`src/rtl/can_bt_pkg.sv`:
```
package can_bt_pkg;
  localparam int unsigned BRP_LO_W = 6;
  localparam int unsigned BRP_HI_W = 4;
  localparam int unsigned PH1_W    = 4;
  localparam int unsigned PH2_W    = 3;
  localparam int unsigned SJW_W    = 2;

  typedef enum logic [1:0] {
    SEG_SYNC = 2'd0,
    SEG_PH1  = 2'd1,
    SEG_PH2  = 2'd2
  } seg_e;
endpackage

```
`src/rtl/can_bt_rst_sync.sv`:
```
module can_bt_rst_sync #(
  parameter int unsigned STAGES = 2
) (
  input  logic clk_i,
  input  logic rst_ni,
  output logic rst_no
);
  logic [STAGES-1:0] chain_q;
  logic [STAGES-1:0] chain_d;

  always_comb begin
    chain_d = {chain_q[STAGES-2:0], 1'b1};
  end

  always_ff @(posedge clk_i or negedge rst_ni) begin
    if (!rst_ni) begin
      chain_q <= '0;
    end else begin
      chain_q <= chain_d;
    end
  end

  assign rst_no = chain_q[STAGES-1];
endmodule

```
`src/rtl/can_bt_prescaler.sv`:
```
module can_bt_prescaler #(
  parameter int unsigned LO_W = 6,
  parameter int unsigned HI_W = 4
) (
  input  logic            clk_i,
  input  logic            rst_ni,
  input  logic [LO_W-1:0] lo_i,
  input  logic [HI_W-1:0] hi_i,
  output logic            tick_o
);
  localparam int unsigned DIV_W = LO_W + HI_W;

  logic [DIV_W-1:0] div;
  logic [DIV_W-1:0] cnt_q, cnt_d;
  logic             hit;
  logic             tick_q;

  assign div = {hi_i, lo_i};
  assign hit = (cnt_q >= div);

  always_comb begin
    if (hit) cnt_d = '0;
    else     cnt_d = cnt_q + 1'b1;
  end

  always_ff @(posedge clk_i or negedge rst_ni) begin
    if (!rst_ni) begin
      cnt_q  <= '0;
      tick_q <= 1'b0;
    end else begin
      cnt_q  <= cnt_d;
      tick_q <= hit;
    end
  end

  assign tick_o = tick_q;
endmodule

```
`src/rtl/can_bt_edge_det.sv`:
```
module can_bt_edge_det (
  input  logic clk_i,
  input  logic rst_ni,
  input  logic rx_i,
  input  logic tick_i,
  output logic line_o,
  output logic fall_o
);
  logic cur_q, prev_q;
  logic pend_q, pend_d;
  logic fall_now;

  assign fall_now = prev_q & ~cur_q;

  always_comb begin
    if (tick_i) pend_d = 1'b0;
    else        pend_d = pend_q | fall_now;
  end

  always_ff @(posedge clk_i or negedge rst_ni) begin
    if (!rst_ni) begin
      cur_q  <= 1'b1;
      prev_q <= 1'b1;
      pend_q <= 1'b0;
    end else begin
      cur_q  <= rx_i;
      prev_q <= cur_q;
      pend_q <= pend_d;
    end
  end

  assign line_o = cur_q;
  assign fall_o = fall_now | pend_q;
endmodule

```
`src/rtl/can_bt_phase.sv`:
```
module can_bt_phase
  import can_bt_pkg::*;
#(
  parameter int unsigned PH1_W = 4,
  parameter int unsigned PH2_W = 3,
  parameter int unsigned SJW_W = 2
) (
  input  logic             clk_i,
  input  logic             rst_ni,
  input  logic             tick_i,
  input  logic             fall_i,
  input  logic             hsync_en_i,
  input  logic             line_i,
  input  logic [PH1_W-1:0] ph1_i,
  input  logic [PH2_W-1:0] ph2_i,
  input  logic [SJW_W-1:0] sjw_i,
  output logic             start_o,
  output logic             sample_o,
  output logic             bit_o
);
  localparam int unsigned QW = $clog2((2**PH1_W) + (2**SJW_W));

  seg_e          seg_q, seg_d;
  logic [QW-1:0] cnt_q, cnt_d;
  logic [QW-1:0] lim_q, lim_d;
  logic [QW-1:0] lim_eff;
  logic [QW-1:0] ph1_lim, ph2_lim, jump, elapsed, remain, ext;
  logic          lock_q, lock_d;
  logic          bit_q, bit_d;
  logic          start, samp;

  assign ph1_lim = QW'(ph1_i);
  assign ph2_lim = QW'(ph2_i);
  assign jump    = QW'(sjw_i) + 1'b1;
  assign elapsed = cnt_q + 1'b1;
  assign remain  = lim_q - cnt_q + 1'b1;
  assign ext     = (elapsed < jump) ? elapsed : jump;

  always_comb begin
    seg_d   = seg_q;
    cnt_d   = cnt_q;
    lim_d   = lim_q;
    lock_d  = lock_q;
    lim_eff = lim_q;
    start   = 1'b0;
    samp    = 1'b0;
    if (tick_i) begin
      if (fall_i && hsync_en_i) begin
        start  = 1'b1;
        seg_d  = SEG_PH1;
        cnt_d  = '0;
        lim_d  = ph1_lim;
        lock_d = 1'b1;
      end else begin
        case (seg_q)
          SEG_SYNC: begin
            start = 1'b1;
            seg_d = SEG_PH1;
            cnt_d = '0;
            lim_d = ph1_lim;
          end
          SEG_PH1: begin
            if (fall_i && !lock_q) begin
              lim_eff = lim_q + ext;
              lock_d  = 1'b1;
            end
            if (cnt_q >= lim_eff) begin
              samp   = 1'b1;
              seg_d  = SEG_PH2;
              cnt_d  = '0;
              lim_d  = ph2_lim;
              lock_d = 1'b0;
            end else begin
              cnt_d = cnt_q + 1'b1;
              lim_d = lim_eff;
            end
          end
          SEG_PH2: begin
            if (fall_i && !lock_q) begin
              lock_d = 1'b1;
              if (remain <= jump) begin
                start = 1'b1;
                seg_d = SEG_PH1;
                cnt_d = '0;
                lim_d = ph1_lim;
              end else begin
                lim_eff = lim_q - jump;
              end
            end
            if (!start) begin
              if (cnt_q >= lim_eff) begin
                seg_d = SEG_SYNC;
                cnt_d = '0;
              end else begin
                cnt_d = cnt_q + 1'b1;
                lim_d = lim_eff;
              end
            end
          end
          default: begin
            seg_d = SEG_SYNC;
            cnt_d = '0;
          end
        endcase
      end
    end
  end

  always_comb begin
    if (samp) bit_d = line_i;
    else      bit_d = bit_q;
  end

  always_ff @(posedge clk_i or negedge rst_ni) begin
    if (!rst_ni) begin
      seg_q  <= SEG_SYNC;
      cnt_q  <= '0;
      lim_q  <= '0;
      lock_q <= 1'b0;
      bit_q  <= 1'b0;
    end else begin
      seg_q  <= seg_d;
      cnt_q  <= cnt_d;
      lim_q  <= lim_d;
      lock_q <= lock_d;
      bit_q  <= bit_d;
    end
  end

  assign start_o  = start;
  assign sample_o = samp;
  assign bit_o    = bit_q;
endmodule

```
`src/rtl/can_bit_timer.sv`:
```
module can_bit_timer
  import can_bt_pkg::*;
#(
  parameter int unsigned LO_W  = BRP_LO_W,
  parameter int unsigned HI_W  = BRP_HI_W,
  parameter int unsigned P1_W  = PH1_W,
  parameter int unsigned P2_W  = PH2_W,
  parameter int unsigned JW_W  = SJW_W
) (
  input  logic            clk_i,
  input  logic            rst_ni,
  input  logic [LO_W-1:0] presc_lo_i,
  input  logic [HI_W-1:0] presc_hi_i,
  input  logic [P1_W-1:0] ph1_len_i,
  input  logic [P2_W-1:0] ph2_len_i,
  input  logic [JW_W-1:0] sjw_i,
  input  logic            rx_i,
  input  logic            hard_sync_req_i,
  input  logic            bus_idle_i,
  output logic            tq_tick_o,
  output logic            sample_o,
  output logic            rx_bit_o,
  output logic            bit_start_o
);
  logic rst_int_n;
  logic tick;
  logic line;
  logic fall;
  logic hsync_en;

  assign hsync_en = bus_idle_i | hard_sync_req_i;

  can_bt_rst_sync #(.STAGES(2)) u_rst (
    .clk_i  (clk_i),
    .rst_ni (rst_ni),
    .rst_no (rst_int_n)
  );

  can_bt_prescaler #(.LO_W(LO_W), .HI_W(HI_W)) u_presc (
    .clk_i  (clk_i),
    .rst_ni (rst_int_n),
    .lo_i   (presc_lo_i),
    .hi_i   (presc_hi_i),
    .tick_o (tick)
  );

  can_bt_edge_det u_edge (
    .clk_i  (clk_i),
    .rst_ni (rst_int_n),
    .rx_i   (rx_i),
    .tick_i (tick),
    .line_o (line),
    .fall_o (fall)
  );

  can_bt_phase #(.PH1_W(P1_W), .PH2_W(P2_W), .SJW_W(JW_W)) u_phase (
    .clk_i      (clk_i),
    .rst_ni     (rst_int_n),
    .tick_i     (tick),
    .fall_i     (fall),
    .hsync_en_i (hsync_en),
    .line_i     (line),
    .ph1_i      (ph1_len_i),
    .ph2_i      (ph2_len_i),
    .sjw_i      (sjw_i),
    .start_o    (bit_start_o),
    .sample_o   (sample_o),
    .bit_o      (rx_bit_o)
  );

  assign tq_tick_o = tick;
endmodule

```
`config.mk`:
```
export PLATFORM = sky130hd
export DESIGN_NAME = can_bit_timer
export DESIGN_NICKNAME = d
export VERILOG_FILES = /design/src/rtl/can_bt_pkg.sv /design/src/rtl/can_bt_rst_sync.sv /design/src/rtl/can_bt_prescaler.sv /design/src/rtl/can_bt_edge_det.sv /design/src/rtl/can_bt_phase.sv /design/src/rtl/can_bit_timer.sv
export SDC_FILE = /design/constraint.sdc
export NUM_CORES = 1
export LEC_CHECK = 0
export ABC_AREA = 1
export BUFFER_PORTS_ARGS = -buffer_cell sky130_fd_sc_hd__buf_2
export CAP_MARGIN = 20
export CORE_AREA = 2 2 77 79
export DETAILED_ROUTE_END_ITERATION = 16
export DIE_AREA = 0 0 79 81
export PLACE_DENSITY = 0.86
export SYNTH_ARGS = -nofsm -noshare
export SYNTH_HDL_FRONTEND = slang
export SYNTH_SLANG_ARGS = --single-unit
```
`constraint.sdc`:
```
create_clock -name clk_i -period 6.6 [get_ports clk_i]
set_clock_uncertainty 0.2 [all_clocks]
set_input_delay 0.66 -clock clk_i [delete_from_list [all_inputs] [get_ports clk_i]]
set_output_delay 0.66 -clock clk_i [all_outputs]
set_load 0.005 [all_outputs]
```
# ---- Yosys cells after proc, flatten, opt, wreduce, memory -nomap -nowiden
# Cells that the tools add are included.
dict set report op_classes {
  n_lt_le_gt_ge 5
  bitwise 4
  add_sub_neg 7
  reduce_logical 10
  mux 49
  eq_ne 5
}
# cell n
set ops {}
lappend ops {{$mux 5} 22}
lappend ops {{$mux 1} 15}
lappend ops {{$pmux 5 s3} 1}
lappend ops {{$mux 2} 6}
lappend ops {{$add 10x1->10 const B} 1}
lappend ops {{$add 5x1->5 const B} 2}
lappend ops {{$ge 10x10->1} 1}
lappend ops {{$ge 5x5->1} 2}
lappend ops {{$mux 10} 1}
lappend ops {{$pmux 5 s2} 1}
lappend ops {{$sub 5x5->5} 2}
lappend ops {{$ne 4x2->1 const B} 2}
lappend ops {{$pmux 2 s3} 1}
lappend ops {{$reduce_and 2->1} 3}
lappend ops {{$add 5x5->5} 1}
lappend ops {{$le 5x5->1} 1}
lappend ops {{$lt 5x5->1} 1}
lappend ops {{$pmux 1 s2} 2}
lappend ops {{$reduce_bool 4->1} 1}
lappend ops {{$add 2x1->3 const B} 1}
lappend ops {{$ne 3x1->1 const B} 1}
lappend ops {{$reduce_and 3->1} 1}
lappend ops {{$reduce_bool 3->1} 1}
lappend ops {{$eq 2x1->1 const B} 1}
lappend ops {{7 further kinds} 9}
dict set report word_totals {
  out_inout_bits 4
  reg_bits 30
  elab_cells 91
  inputBits 24
}

# ---- Logic depth before layout (Yosys ltp)
dict set report logic_depth {
  ltp_word 13
  depth_mapped 28
  mapped_depth_nobuf 27
}

# ---- Modules after synthesis
# From an unflattened synthesis, not the netlist that was laid out.
dict set report hier_totals {
  hier_cells 410
  area_unflattened_um2 2946.6
}
# mod seq_area_each_um2 cells_per_inst instances area_each_um2
set modules_own_cells {}
lappend modules_own_cells {can_bt_phase 350.3 293 1 1981.9}
lappend modules_own_cells {can_bt_prescaler 275.3 103 1 795.8}
lappend modules_own_cells {can_bt_edge_det 77.6 8 1 103.8}
lappend modules_own_cells {can_bt_rst_sync 50.0 3 1 53.8}
lappend modules_own_cells {can_bit_timer 0.0 3 1 11.3}

# ---- Worst setup path after synthesis
# OpenSTA, ideal clock, no wires.
dict set report synth_path {
  kind {in2out}
  start {in sjw_i[0]}
  end {out sample_o}
  required_time_ns 5.740
  stages 20
  arrival_ns 3.681
  path_buffers 0
  slack_ns 2.059
  cell_sequence {ha_1 > inv_1 > ha_1 > o2111ai_1 > nand3_1 > nand2_1 > o21ai_0 > ha_1 > fa_1 > nand2_1 > a21oi_1 > o21ai_2 > xor2_1 > ha_1 > nand2_1 > o21a_1 > and2_1 > nand2_2 > inv_1 > nor4_4}
}
dict set report synth_between {
  elab_chain_len 13
}
# element line
set synth_lines {}
lappend synth_lines {{start: declaration} can_bit_timer.sv:16} ;# input logic [JW_W-1:0] sjw_i,
lappend synth_lines {{$add 2x1->3 (*)} can_bt_phase.sv:34} ;# assign jump = QW'(sjw_i) + 1'b1;
lappend synth_lines {{$lt 5x5->1} can_bt_phase.sv:37} ;# assign ext = (elapsed < jump) ? elapsed : jump;
lappend synth_lines {{$mux 5 (*)} can_bt_phase.sv:37}
lappend synth_lines {{$add 5x5->5 (*)} can_bt_phase.sv:64} ;# lim_eff = lim_q + ext;
lappend synth_lines {{$mux 5 (*)} can_bt_phase.sv:63} ;# if (fall_i && !lock_q) begin
lappend synth_lines {{$mux 5 (*)} can_bt_phase.sv:55} ;# case (seg_q)
lappend synth_lines {{$mux 5 (*)} can_bt_phase.sv:48} ;# if (fall_i && hsync_en_i) begin
lappend synth_lines {{$mux 5 (*)} can_bt_phase.sv:47} ;# if (tick_i) begin
lappend synth_lines {{$ge 5x5->1 (*)} can_bt_phase.sv:67} ;# if (cnt_q >= lim_eff) begin
lappend synth_lines {{$mux 1 (*)} can_bt_phase.sv:67}
lappend synth_lines {{$mux 1 (*)} can_bt_phase.sv:55}
lappend synth_lines {{$mux 1 (*)} can_bt_phase.sv:48}
lappend synth_lines {{$mux 1 (*)} can_bt_phase.sv:47}
lappend synth_lines {{end: declaration} can_bit_timer.sv:21} ;# output logic sample_o,
# Every way passes the cells marked *; elsewhere a longest branch is shown, timed or not. The select of a mux whose other input is x is not followed.

# ---- Final worst setup path
dict set report layout_path {
  start {reg u_phase.cnt_q[1]}
  end {out sample_o}
}
dict set report layout_between {
  elab_chain_len 13
}
# element line
set layout_lines {}
lappend layout_lines {{start: declaration} can_bt_phase.sv:24} ;# logic [QW-1:0] cnt_q, cnt_d;
lappend layout_lines {{start signal: assignment} can_bt_phase.sv:123} ;# cnt_q <= cnt_d;
lappend layout_lines {{$add 5x1->5} can_bt_phase.sv:35} ;# assign elapsed = cnt_q + 1'b1;
lappend layout_lines {{$lt 5x5->1} can_bt_phase.sv:37}
lappend layout_lines {{$mux 5} can_bt_phase.sv:37}
lappend layout_lines {{$add 5x5->5} can_bt_phase.sv:64}
lappend layout_lines {{$mux 5} can_bt_phase.sv:63}
lappend layout_lines {{$mux 5} can_bt_phase.sv:55}
lappend layout_lines {{$mux 5} can_bt_phase.sv:48}
lappend layout_lines {{$mux 5} can_bt_phase.sv:47}
lappend layout_lines {{$ge 5x5->1 (*)} can_bt_phase.sv:67}
lappend layout_lines {{$mux 1 (*)} can_bt_phase.sv:67}
lappend layout_lines {{$mux 1 (*)} can_bt_phase.sv:55}
lappend layout_lines {{$mux 1 (*)} can_bt_phase.sv:48}
lappend layout_lines {{$mux 1 (*)} can_bt_phase.sv:47}
# Marked as above.

==> impl_metrics.toml <==
[status]
outcome = "finished clean"

[grt]
grt_max_degree = 29
grt_usage_pct = 21.63
grt_pass1_wl_um = 10960
antenna_found_initial = 0
grt_pass1_vias = 2573
gr-total-overflow = 0

[cts]
clkSinkCount = 30
clkLatencyLatePin_ns = 0.29
cts_tree = "done"
clock_path_buffers = 2
cts_root_buffer = "clkbuf_8"
cts_buffers = 5
h-tree-depth = 2
postCtsSetupBuffers = 0
clkTransAtPathRegs_ns = 0.06

[floorplan]
rows = 28
die_w_um = 79
coreArea_sq_mm = 0.005675
dieArea_sq_mm = 0.006399
start_util_pct = 53.02
ios = 28
die-height_um = 81

[pwr]
swShare_pct = 51.74
vdd_ir_drop_max_mv = 0.2466
p_sw_uw = 947.0
cellLeakagePower_uw = 0.001822
p_per_area_mw_per_mm2 = 541.3
pwr-share-clk_pct = 12.7
combPwrFrac_pct = 68.7
p_seq_share_pct = 18.6
intPower_uw = 883.5

[synthesis]
ys_seq_area_share_pct = 25.03
synth_area_leaders = "dfrtp_1 (23%), ha_1 (19%), nand2_1 (9.2%)"
synth.most_common_cell = "nand2_1"
synth_edf_count = 0
synth_top_area_share_pct = 23.28
async_reset_ff_share_pct = 100.0
synth_fp_nets = 477
netlist_top_cells_count = "nand2_1 (74), inv_1 (64), ha_1 (46)"
synthCells = 404
ys_ff_latch = 30
synthFlopType = "dfrtp_1"
synth_area_per_cell_sq_um = 7.448
ys_warn_count = 0
yosys.area.top_type = "dfrtp_1"
syn-cell-area_sq_mm = 0.003009
ys_types = 41

[layout]
nNetsFinal = 510
final_util_pct = 59.59
fin_area_sq_mm = 0.003382
drive_gt1_share_pct = 15.07
syn2layout_area_growth_pct = 12.39
diodes = 0
final_cells = 513

[routing]
drc = 0
route.vias.total = 2752
wl_per_cell_um = 12.61
routed_wl_um = 6471
ant_nets = 0
drt-vias-per-instance = 5.365
drtPass1Iterations = 5
dr.first_iter.drc_count = 155

[critical_path]
start_kind = "flop"
slowest_stage = "dfrtp_1"
cpMostUsedCell = "ha_1"
required_ns = 5.74
end_kind = "output port"
crit_arrival_ns = 4.58
cp_max_fo = 7
worstSetupPathType = "reg -> out"
worstPathCellList = "ha_1 > xor2_1 > ha_1 > a21oi_1 > nand3_1 > nand2_1 > o21ai_0 > ha_1 > fa_1 > nand2_1 > inv_1 > o21ai_0 > o21ai_1 > ha_1 > a21oi_1 > o21a_1 > and2_1 > nand2_2 > inv_1 > nor4_4 > buf_2"
slowest_delay_ns = 0.51

[flow_run]
max_cap_viol_count = 0

[timing]
final-hold-violation-count = 0
setup_viol = 0
fmax_mhz = 183.7
drv_slew = 0
worst_slew_pin_slew_ns = 0.5574
period_share_pct = 82.49
finalCriticalPeriod_ns = 5.445
rsz0062_at_grt = "no"
slew_headroom_pct = 62.84
tns_ns = 0

[place]
dp.cells = 503
placed_area_sq_mm = 0.003214
hpwlAfterDp_um = 5194
place_congestion = 0.9134
port_buffers = 27

[worst_hold_path]
hold_path_class = "reg -> async"
-- placed cells by master, fill, tap and decap left out, drive strengths merged --
cell type and instances:
o21ai 21, nor2 40, dlygate4sd3 1, a31oi 1, a21oi 30, o211ai 2
ha 46, clkbuf 6, nor3b 3, bufinv 2, and3 2, nor3 5
nand4 5, a21o 1, o21a 5, conb 2, nor4 3, or2 1
o2111ai 1, inv 69, xnor2 1, and2 4, dfstp 2, fa 3
nand2 81, o21bai 1, buf 28, nand3 36, xor2 8, dfrtp 28
-- metrics by stage --
step	setup slack (ns)	power [uW]	hold slack (ns)
after floorplan	2.059	1328	0.1312
final	1.155	1831	0.02699
after global routing	0.7757	2034	0.09356
after global placement	1.627	1524	0.1368
after detailed placement	1.481	1576	0.1394
after CTS	1.217	1820	0.1568
-- final cells by class --
class	count	area, sq um
clock inverters	2	60.06
well taps	75	93.84
fillers	523	2293
clock buffers	6	82.58
inverters	69	264.0
repair buffers	29	160.2
multi-input cells	302	1968
flip-flops and latches	30	753.2
-- worst max-delay path, delay by kind of cell, from the launching register on --
family | cells | cell delay [ns]
DFF | 1 | 0.51
buffers and inverters | 3 | 0.32
adders and majority gates | 5 | 1.51
xor gates and xnor gates | 1 | 0.36
and+or+nand+nor | 6 | 0.85
AOI/OAI and AO/OA | 6 | 0.75
-- state kept, by name, summed over array words and instances, names as in the netlist --
signal          cells
u_phase.bit_o       1
u_phase.lock_q      1
u_presc.tick_o      1
u_phase.cnt_q       5
u_phase.lim_q       5
u_presc.cnt_q      10
u_rst.chain_q       2
u_edge.pend_q       1
u_edge.line_o       1
u_edge.prev_q       1
u_phase.seg_q       2
-- timing repair --
action	4_1_cts	5_1_grt
endpoints found under the setup margin	0	0
resized for setup	0	0
endpoints found under the hold margin	2	0
hold buffers	1	0
-- power by group through the flow --
stage / Clock, uW / Combinational [uW] / Sequential, uW
final: 232 / 1260 / 340
after global routing: 245 / 1440 / 350
after CTS: 235 / 1240 / 340
after detailed placement: 0 / 1230 / 343
after global placement: 0 / 1180 / 339
after floorplan: 0 / 1020 / 311
-- metal layers --
| metal | part of all wire, % | routed length [um] | track usage (%) |
|---|---|---|---|
| met3 | 6.1 | 397 | 4.444 |
| met2 | 46 | 3009 | 37.29 |
| met1 | 46 | 2965 | 27.14 |
| met5 | 0 | 0 | 0 |
| met4 | 1.5 | 99 | 7.241 |
-- final timing paths --
check | startpoint | to | slack, ns | depth (start not counted)
setup / recovery | u_phase.cnt_q[1]$_DFFE_PN0P_ | sample_o | 1.16 | 21
hold / removal | u_rst.chain_q[1]$_DFF_PN0_ | u_presc.cnt_q[4]$_DFF_PN0_ | 0.03 | 0
setup reg to reg | u_phase.lim_q[1]$_DFFE_PN0P_ | u_phase.cnt_q[3]$_DFFE_PN0P_ | 1.77 | 24
hold reg to reg | u_rst.chain_q[1]$_DFF_PN0_ | u_presc.cnt_q[4]$_DFF_PN0_ | 0.03 | 0
max in group asynchronous | u_rst.chain_q[1]$_DFF_PN0_ | u_edge.line_o$_DFF_PN1_ | 5.59 | 1
min in group clk_i | u_rst.chain_q[0]$_DFF_PN0_ | u_rst.chain_q[1]$_DFF_PN0_ | 0.15 | 0
-- logic make-up after synthesis --
logic type / share of synthesized area (%)
simple gates: 28.44
flops: 25.03
compound gates: 12.97
buf+inv: 9.563
xor+xnor: 2.620
fa+ha+maj: 21.12
other cells: 0.2496
Power figures use the tool's default switching activity.
